==> src/rtl/pwm_var_pkg.sv <==
// Package: shared layout selector, register identifiers and the
// per-layout slot and prescale rules used by every module of the block.
package pwm_var_pkg;

    typedef enum logic [1:0] {
        MAP_A = 2'd0,
        MAP_B = 2'd1,
        MAP_C = 2'd2
    } map_e;

    typedef enum logic [1:0] {
        REG_CNT  = 2'd0,
        REG_DUTY = 2'd1,
        REG_PER  = 2'd2,
        REG_CTRL = 2'd3
    } reg_e;

    // Word slot (byte address bits [3:2]) of a register in a layout.
    function automatic logic [1:0] slot_of(map_e m, reg_e r);
        logic [1:0] s;
        case (m)
            MAP_A: begin
                case (r)
                    REG_CNT:  s = 2'd0;
                    REG_DUTY: s = 2'd1;
                    REG_PER:  s = 2'd2;
                    default:  s = 2'd3;
                endcase
            end
            MAP_B: begin
                case (r)
                    REG_CNT:  s = 2'd0;
                    REG_PER:  s = 2'd1;
                    REG_DUTY: s = 2'd2;
                    default:  s = 2'd3;
                endcase
            end
            default: begin
                case (r)
                    REG_CTRL: s = 2'd0;
                    REG_PER:  s = 2'd1;
                    REG_DUTY: s = 2'd2;
                    default:  s = 2'd3;
                endcase
            end
        endcase
        return s;
    endfunction

    // Input clocks per counter tick in a layout.
    function automatic int prescale_of(map_e m);
        return (m == MAP_A) ? 2 : 1;
    endfunction

endpackage

==> src/rtl/pwm_var_regs.sv <==
// Register file and bus decode.
// Holds period, duty and control. It turns a zero write to the counter
// slot into a one-cycle clear pulse and multiplexes read data.
// Assumes word-aligned accesses: an unaligned address neither writes
// nor reads anything.
module pwm_var_regs
    import pwm_var_pkg::*;
#(
    parameter map_e LAYOUT = MAP_B,
    parameter int   DATA_W = 32,
    parameter int   ADDR_W = 4
) (
    input  logic              clk,
    input  logic              rst_n,
    input  logic              bus_sel,
    input  logic              bus_wr,
    input  logic [ADDR_W-1:0] bus_addr,
    input  logic [DATA_W-1:0] bus_wdata,
    output logic [DATA_W-1:0] bus_rdata,
    input  logic [DATA_W-1:0] live_cnt,
    output logic [DATA_W-1:0] period_q,
    output logic [DATA_W-1:0] duty_q,
    output logic [DATA_W-1:0] ctrl_q,
    output logic              cnt_clear
);
    localparam logic [1:0] S_CNT  = slot_of(LAYOUT, REG_CNT);
    localparam logic [1:0] S_DUTY = slot_of(LAYOUT, REG_DUTY);
    localparam logic [1:0] S_PER  = slot_of(LAYOUT, REG_PER);
    localparam logic [1:0] S_CTRL = slot_of(LAYOUT, REG_CTRL);
    localparam int         SLOT_LSB = 2;

    logic [1:0] slot;
    logic       aligned;
    logic       wr_hit;

    // Address split into slot and alignment.
    always_comb begin
        slot    = bus_addr[SLOT_LSB +: 2];
        aligned = (bus_addr[SLOT_LSB-1:0] == '0);
        wr_hit  = bus_sel && bus_wr && aligned;
    end

    // Counter restart request: a zero written to the counter slot.
    always_comb begin
        cnt_clear = wr_hit && (slot == S_CNT) && (bus_wdata == '0);
    end

    // Storage of the three programmable registers.
    always_ff @(posedge clk) begin
        if (!rst_n) begin
            period_q <= '0;
            duty_q   <= '0;
            ctrl_q   <= '0;
        end else if (wr_hit) begin
            if (slot == S_PER)  period_q <= bus_wdata;
            if (slot == S_DUTY) duty_q   <= bus_wdata;
            if (slot == S_CTRL) ctrl_q   <= bus_wdata;
        end
    end

    // Read data multiplexer.
    always_comb begin
        bus_rdata = '0;
        if (aligned) begin
            if (slot == S_CNT)  bus_rdata = live_cnt;
            if (slot == S_DUTY) bus_rdata = duty_q;
            if (slot == S_PER)  bus_rdata = period_q;
            if (slot == S_CTRL) bus_rdata = ctrl_q;
        end
    end

endmodule

==> src/rtl/pwm_var_ctldec.sv <==
// Control word decode.
// Derives the run condition and the active and inactive output levels
// from the control bits that the selected layout gives meaning to.
// Assumes the other control bits are reserved.
module pwm_var_ctldec
    import pwm_var_pkg::*;
#(
    parameter map_e LAYOUT = MAP_B
) (
    input  logic b_en,
    input  logic b_lvl_act,
    input  logic b_lvl_idle,
    output logic run,
    output logic act_lvl,
    output logic inact_lvl
);
    localparam bit IS_A = (LAYOUT == MAP_A);

    // Layout A needs a second enable bit and has fixed levels.
    always_comb begin
        run       = b_en && (IS_A ? b_lvl_act : 1'b1);
        act_lvl   = IS_A ? 1'b1 : b_lvl_act;
        inact_lvl = IS_A ? 1'b0 : b_lvl_idle;
    end

endmodule

==> src/rtl/pwm_var_timebase.sv <==
// Tick prescaler and period counter.
// With DIV above 1 a phase counter makes one tick every DIV clocks
// while running. The phase restarts when the generator stops or on a
// counter clear. The period counter wraps after period-1 and a clear
// takes priority over a tick.
module pwm_var_timebase #(
    parameter int DATA_W = 32,
    parameter int DIV    = 1
) (
    input  logic              clk,
    input  logic              rst_n,
    input  logic              run,
    input  logic              clear,
    input  logic [DATA_W-1:0] period,
    output logic [DATA_W-1:0] cnt_q
);
    logic            tick;
    logic [DATA_W:0] nxt;
    logic            wrap;

    generate
        if (DIV <= 1) begin : g_nodiv
            // Every running clock is a tick.
            always_comb tick = run;
        end else begin : g_div
            localparam int PW = $clog2(DIV);
            localparam logic [PW-1:0] LAST = PW'(DIV - 1);
            logic [PW-1:0] ph_q;

            // Phase counter inside one prescaled tick.
            always_ff @(posedge clk) begin
                if (!rst_n || !run || clear) ph_q <= '0;
                else if (ph_q == LAST)        ph_q <= '0;
                else                          ph_q <= ph_q + 1'b1;
            end

            // Tick on the last phase of each group.
            always_comb tick = run && (ph_q == LAST);
        end
    endgenerate

    // Wrap test made one bit wider so period 0 never underflows.
    always_comb begin
        nxt  = {1'b0, cnt_q} + 1'b1;
        wrap = (nxt >= {1'b0, period});
    end

    // Period counter.
    always_ff @(posedge clk) begin
        if (!rst_n || clear) cnt_q <= '0;
        else if (tick)       cnt_q <= wrap ? '0 : nxt[DATA_W-1:0];
    end

endmodule

==> src/rtl/pwm_var_outstage.sv <==
// Output stage: compares the count against duty and registers the level.
// Assumes the levels come from the control decode.
// The registered pin lags the count by one clock.
module pwm_var_outstage #(
    parameter int DATA_W = 32
) (
    input  logic              clk,
    input  logic              rst_n,
    input  logic              run,
    input  logic [DATA_W-1:0] cnt,
    input  logic [DATA_W-1:0] duty,
    input  logic              act_lvl,
    input  logic              inact_lvl,
    output logic              pwm_q
);
    logic in_pulse;

    // Active phase of the period.
    always_comb in_pulse = run && (cnt < duty);

    // Registered output level.
    always_ff @(posedge clk) begin
        if (!rst_n) pwm_q <= 1'b0;
        else        pwm_q <= in_pulse ? act_lvl : inact_lvl;
    end

endmodule

==> src/rtl/pwm_var_top.sv <==
// Top of the single-channel PWM generator.
// Wires the register file, control decode, timebase and output stage.
// LAYOUT selects the slot map, the meaning of the enable bits and the
// prescale. Assumes a single clock domain and synchronous reset.
module pwm_var_top
    import pwm_var_pkg::*;
#(
    parameter map_e LAYOUT = MAP_B,
    parameter int   DATA_W = 32,
    parameter int   ADDR_W = 4
) (
    input  logic              clk,
    input  logic              rst_n,
    input  logic              bus_sel,
    input  logic              bus_wr,
    input  logic [ADDR_W-1:0] bus_addr,
    input  logic [DATA_W-1:0] bus_wdata,
    output logic [DATA_W-1:0] bus_rdata,
    output logic              pwm_out
);
    localparam int DIV = prescale_of(LAYOUT);

    logic [DATA_W-1:0] period_q;
    logic [DATA_W-1:0] duty_q;
    logic [DATA_W-1:0] ctrl_q;
    logic [DATA_W-1:0] cnt_q;
    logic              cnt_clear;
    logic              run;
    logic              act_lvl;
    logic              inact_lvl;

    pwm_var_regs #(.LAYOUT(LAYOUT), .DATA_W(DATA_W), .ADDR_W(ADDR_W)) u_regs (
        .clk       (clk),
        .rst_n     (rst_n),
        .bus_sel   (bus_sel),
        .bus_wr    (bus_wr),
        .bus_addr  (bus_addr),
        .bus_wdata (bus_wdata),
        .bus_rdata (bus_rdata),
        .live_cnt  (cnt_q),
        .period_q  (period_q),
        .duty_q    (duty_q),
        .ctrl_q    (ctrl_q),
        .cnt_clear (cnt_clear)
    );

    pwm_var_ctldec #(.LAYOUT(LAYOUT)) u_dec (
        .b_en       (ctrl_q[0]),
        .b_lvl_act  (ctrl_q[3]),
        .b_lvl_idle (ctrl_q[4]),
        .run        (run),
        .act_lvl    (act_lvl),
        .inact_lvl  (inact_lvl)
    );

    pwm_var_timebase #(.DATA_W(DATA_W), .DIV(DIV)) u_tb (
        .clk    (clk),
        .rst_n  (rst_n),
        .run    (run),
        .clear  (cnt_clear),
        .period (period_q),
        .cnt_q  (cnt_q)
    );

    pwm_var_outstage #(.DATA_W(DATA_W)) u_out (
        .clk       (clk),
        .rst_n     (rst_n),
        .run       (run),
        .cnt       (cnt_q),
        .duty      (duty_q),
        .act_lvl   (act_lvl),
        .inact_lvl (inact_lvl),
        .pwm_q     (pwm_out)
    );

endmodule

==> config.mk <==
export PLATFORM = sky130hd
export DESIGN_NAME = pwm_var_top
export DESIGN_NICKNAME = d
export VERILOG_FILES = /design/src/rtl/pwm_var_pkg.sv /design/src/rtl/pwm_var_regs.sv /design/src/rtl/pwm_var_ctldec.sv /design/src/rtl/pwm_var_timebase.sv /design/src/rtl/pwm_var_outstage.sv /design/src/rtl/pwm_var_top.sv
export SDC_FILE = /design/constraint.sdc
export NUM_CORES = 1
export LEC_CHECK = 0
export BUFFER_PORTS_ARGS = -buffer_cell sky130_fd_sc_hd__buf_4
export CAP_MARGIN = 40
export CORE_ASPECT_RATIO = 1.25
export CORE_MARGIN = 2
export CORE_UTILIZATION = 55
export DETAILED_ROUTE_END_ITERATION = 12
export HOLD_SLACK_MARGIN = 0.02
export PLACE_DENSITY = 0.78
export SLEW_MARGIN = 15
export SYNTH_ARGS = -nofsm -noshare
export SYNTH_HDL_FRONTEND = slang
export SYNTH_SLANG_ARGS = --single-unit
export TNS_END_PERCENT = 50
==> constraint.sdc <==
create_clock -name clk -period 3.5 [get_ports clk]
set_input_delay 0.525 -clock clk [delete_from_list [all_inputs] [get_ports clk]]
set_output_delay 0.525 -clock clk [all_outputs]
set_load 0.1 [all_outputs]
# After elaboration in Yosys (flattened, before gate mapping)
# Index checks and enable logic that the tools add are counted.
# Widths: inputs -> output; s select.
[classes] add_sub_neg=1 multipliers=0 div=0 magnitude_cmp=2 n_eq_ne=3 n_shift=0 muxes=7 bitwise=0 n_reduce_logical=13
[ops] op="$mux 32" count=6
[ops] op="$add 32x1->33 const B" count=1
[ops] op="$ge 33x32->1" count=1
[ops] op="$logic_not 32->1" count=1
[ops] op="$lt 32x32->1" count=1
[ops] op="$reduce_and 2->1" count=3
[ops] op="$logic_and 1x1->1" count=5
[ops] op="$eq 2x2->1 const B" count=2
[ops] op="$logic_not 2->1" count=2
[ops] op="$eq 2x1->1 const B" count=1
[ops] op="$logic_not 1->1" count=1
[ops] op="$logic_or 1x1->1" count=1
[ops] op="$mux 1" count=1
[totals] register_bits=129 latchBits=0 mem_bits_rw=0 romBits=0 output_inout_bits=33 memories=0

# Logic depth before layout (Yosys ltp)
[logic_depth] word_depth=6 mapped_depth=17

# By module
# A second synthesis with hierarchy kept.
[unflattened] hier_cells=850 hier_area_um2=8176.6
[by_module_without_submodules] mod="pwm_var_regs" instances=1 cells_per_inst=439 area_each_um2=4715.8 seq_area_each_um2=1921.8
[by_module_without_submodules] mod="pwm_var_timebase" instances=1 cells_per_inst=292 area_each_um2=2586.2 seq_area_each_um2=640.6
[by_module_without_submodules] mod="pwm_var_outstage" instances=1 cells_per_inst=116 area_each_um2=852.1 seq_area_each_um2=20.0
[by_module_without_submodules] mod="pwm_var_ctldec" instances=1 cells_per_inst=3 area_each_um2=22.5 seq_area_each_um2=0.0

# Least setup slack after synthesis
# Ideal clock, no wire load.
[synth_timing] kind="register to register" start="reg u_tb.cnt_q[9]" end="reg u_tb.cnt_q[19]" setup_ns=0.106 arrival_ns=3.453 t_required_ns=3.394 setup_slack_ns=-0.059 path_stages_with_launch=16 period_less_slack_ns=3.559 path_cell_list="dfxtp_1 -> buf_4 -> and4_1 -> nand4_1 -> or4_4 -> or3_1 -> nand2_1 -> ha_1 -> a21o_1 -> a2111oi_0 -> o21ai_0 -> nor3_2 -> buf_4 -> buf_2 -> nand4_1 -> o311ai_0"
[synth_between] elab_chain_len=3
[synth_rtl] element="start, declared" line="pwm_var_timebase.sv:15" rtl="output logic [DATA_W-1:0] cnt_q"
[synth_rtl] element="start signal, assigned" line="pwm_var_timebase.sv:51" rtl="else if (tick) cnt_q <= wrap ? '0 : nxt[DATA_W-1:0];"
[synth_rtl] element="$add 32x1->33 (*)" line="pwm_var_timebase.sv:44" rtl="nxt = {1'b0, cnt_q} + 1'b1;"
[synth_rtl] element="$ge 33x32->1" line="pwm_var_timebase.sv:45" rtl="wrap = (nxt >= {1'b0, period});"
[synth_rtl] element="$mux 32 (*)" line="pwm_var_timebase.sv:51"
# Mark *: on every way between the ends. The rest lies on a longest branch, timed or not.
# A chain may end at the register's enable or synchronous reset.

# Worst setup path in the final report
[layout_timing] start="reg u_tb.cnt_q[12]" end="reg u_tb.cnt_q[26]"
# The elaborated chain is that of the path after synthesis.

==> results.toml <==
[run_status]
status = "complete, but fails checks"
failed_checks = "setup timing"

[clock_network]
clkLatencyLatePin_ps = 420
clock_tree.root_cell = "clkbuf_16"
cts-hold-fix-buffers = 0
clk_pin_slew_worst_paths_ps = 60
cts_made_buffers = 17
htreeDepth = 4
cts_sinks = 129
clockBufferDepth = 2
cts_tree = "done"

[synth]
synth_ff_type = "dfxtp_1"
synthCells = 956
async_flop_share_pct = 0
ys_types = 56
synth_edf_count = 0
syn_area_um2 = 8112
syn_area_per_cell_um2 = 8.485
synth.yosys.seq_area_share_pct = 31.84
ys_ff_latch = 129
netlist.area_leader.share_pct = 31.84
synth_nets = 1060
yosys.area.top_type = "dfxtp_1"
ys_warn_count = 0
synthTopCellsByArea = "dfxtp_1 (32%), nand2_1 (11%), ha_1 (9.9%), a21boi_0 (8.9%), mux4_2 (8.9%)"

[timing]
setup_tns_ps = -745.4
period_needed_ps = 3615
finalSetupViolations = 22
max_slew_margin_pct = 43.92
post-route-period-util_pct = 103.3
setup_ws_ps = -114.5
finalHoldViolCount = 0
hold_ws_ps = 380.8
finalMaxSlewViolations = 0
clock.fmax_ghz = 0.2767
rsz0062_at_grt = "true"
tightest_slew_ps = 841.2
fin_skew_ps = 8.211

[pwr]
p_sw_share_pct = 21.65
intPower_mw = 2.739
peakVddDrop_mv = 0.3152
netSwitchingPower_uw = 757.0
total_leakage_power_nw = 3.827
p_seq_share_pct = 42.4
power_density_nw_per_um2 = 354.6
power.total_mw = 3.496
comb_power_share_pct = 6.7
power.share.clock_pct = 50.8

[worst_setup_path]
cp_max_fo = 8
worstSetupPathDepth = 16
start_kind = "flop"
crit_required_ps = 3790
cpMaxStageDelayCell = "nor4_4"
arrival_ps = 3910
r2r-end = "u_tb.cnt_q[26]"
reg2reg_slack_ps = -110
rr_startpoint = "u_tb.cnt_q[12]"
crit_type = "flop to flop"
rr_worst_depth = 16
crit_top_cell = "nand4_1"
critPathBufInv = 3
max_stage_delay_ps = 380
endpoint = "u_tb.cnt_q[26]"
path_delay_family = "simple AND/OR/NAND/NOR gates"
startpoint = "u_tb.cnt_q[12]"
crit_chain = "and4_4, nand4_1, buf_4, nor4_4, nand3_2, xnor2_2, ha_1, nand4_1, nor2_2, nand4_1, and4b_1, nor3_2, buf_6, buf_4, a32oi_1, o31ai_2"
crit_path_end_kind = "flop"

[die]
rows = 49
io_pins = 73
die_area_um2 = 15740
core_area_um2 = 14410
fp.dieW_um = 112.6
die_h_um = 139.8
start_util_pct = 56.30

[global_route]
grt_max_degree = 99
grt_overflow_total = 0
grt_pass1_vias = 7104
antenna_found_initial = 0
grt_first_pass_wirelength_mm = 34.54
grt.total_usage_pct = 27.46

[job]
maxCapViolations = 0

[worst_hold_path]
min_path_type = "input pin to flop"
hp-start = "bus_wdata[3]"

[layout]
area_delta_synth_final_pct = 21.56
stdcell_area_um2 = 9861
diodes = 0
fin_nets = 1155
fillers = 1117
utilization_pct = 68.44
drive_gt1_share_pct = 22.41

[placed_design]
portBuffers = 72
place.gp.congestion = 0.9052
hpwl_mm = 14.93
post_dp_cell_area_um2 = 9054

[route]
avgViaCountPerCell = 5.880
avgRoutedWirePerCell_um = 17.59
wirelength_mm = 21.81
firstDrtPassIters = 5
vias = 7291
route.detailed.drc = 0
antenna_left = 0
drt_iter0_markers = 496
placed cells by master (no fill, tap or decap), drive strengths merged, types with 10 or more instances in the layout:
| master | Yosys | layout |
|---|---|---|
| a21boi | 96 | 96 |
| a21oi | 20 | 20 |
| a22o | 11 | 11 |
| and3 | 9 | 10 |
| and4 | 13 | 13 |
| buf | 12 | 136 |
| clkbuf | 49 | 24 |
| dfxtp | 129 | 129 |
| ha | 64 | 64 |
| inv | 68 | 68 |
| mux4 | 32 | 32 |
| nand2 | 234 | 234 |
| nand2b | 10 | 10 |
| nand3 | 17 | 17 |
| nand4 | 20 | 20 |
| nor2 | 18 | 18 |
| nor2b | 35 | 35 |
| o21ai | 13 | 13 |
| xnor2 | 21 | 21 |
worst min path at each step:
| stage | to | slack, ps | cells past startpoint |
|---|---|---|---|
| after floorplan | u_regs.ctrl_q[10] | 440 | 2 |
| after global placement | u_regs.ctrl_q[18] | 450 | 2 |
| after detailed placement | u_regs.ctrl_q[13] | 460 | 2 |
| after CTS | u_regs.duty_q[3] | 370 | 3 |
| after global routing | u_regs.duty_q[3] | 380 | 3 |
| final | u_regs.duty_q[3] | 380 | 3 |
power by group through the flow:
stage / Sequential, mW / Combinational (mW) / Clock [mW]
floorplan: 1.51 / 0.128 / 0
global placement: 1.51 / 0.219 / 0
detailed placement: 1.51 / 0.220 / 0
CTS: 1.48 / 0.225 / 1.79
global route: 1.48 / 0.253 / 1.85
finish: 1.48 / 0.235 / 1.78
cells by family after synthesis:
| group | count (synthesis) | synth area share (%) |
|---|---|---|
| simple gates | 390 | 23.28 |
| compound gates | 184 | 16.71 |
| buf+inv | 129 | 6.386 |
| flops | 129 | 31.84 |
| fa+ha+maj | 64 | 9.872 |
| mux | 33 | 9.008 |
| xor+xnor | 27 | 2.915 |
sequential cells by signal, summed over array words and instances (netlist names):
register	count
u_regs.period_q	32
u_regs.duty_q	32
u_out.pwm_q	1
u_tb.cnt_q	32
u_regs.ctrl_q	32
synth_stat cells, drive strengths merged (2+ instances only):
| library cell | number |
|---|---|
| nand2 | 234 |
| dfxtp | 129 |
| a21boi | 96 |
| inv | 68 |
| ha | 64 |
| clkbuf | 49 |
| nor2b | 35 |
| mux4 | 32 |
| xnor2 | 21 |
| a21oi | 20 |
| nand4 | 20 |
| nor2 | 18 |
| nand3 | 17 |
| and4 | 13 |
| o21ai | 13 |
| buf | 12 |
| a22o | 11 |
| nand2b | 10 |
| a21o | 9 |
| and3 | 9 |
| nor4 | 9 |
| a221o | 6 |
| o211ai | 6 |
| xor2 | 6 |
| and2 | 5 |
| nor3 | 5 |
| a32oi | 4 |
| nand4b | 4 |
| o31ai | 4 |
| a31oi | 3 |
| o311ai | 3 |
| or2 | 3 |
| a2111oi | 2 |
| a211oi | 2 |
| and4b | 2 |
| or3 | 2 |
| or4 | 2 |
through the flow:
step                setup slack, ps  std cells
floorplan                     53.95        956
global placement             -35.38       1202
detailed placement           -81.26       1202
CTS                          -7.669       1234
global route                 -279.4       1240
finish                       -114.5       1240
worst reg2reg max path: stages (launching register included):
cell and delay [ps]:
dfxtp_1 340, and4_4 250, nand4_1 110, buf_4 170, nor4_4 380, nand3_2 210, xnor2_2 180, ha_1 320
nand4_1 120, nor2_2 170, nand4_1 120, and4b_1 300, nor3_2 80, buf_6 150, buf_4 150, a32oi_1 310
o31ai_2 120
metal layers:
layer  GRT usage [%]  part of all wire (%)  vias up
li1                -                     -     3525
met1           33.48                    41     3468
met2           46.64                    50      238
met3           5.618                   5.3       60
met4           12.13                   3.5        0
met5               0                     0        -
final cells by class:
class | instances | area [µm²] | area share (%)
tap | 178 | 222.7 | 2.259
timing repair buffer | 136 | 1036 | 10.51
multi-input combinational | 699 | 5165 | 52.38
inverter | 68 | 255.2 | 2.589
sequential | 129 | 2595 | 26.32
clock inverter | 6 | 105.1 | 1.066
clock buffer | 24 | 481.7 | 4.885
repair_timing:
item / 4_1_cts / 5_1_grt
pin swaps: 1 / 24
gates cloned: 1 / 0
setup endpoints to repair: 29 / 32
buffers inserted: 1 / 7
resized for setup: 3 / 42
Power figures use the tool's default switching activity.
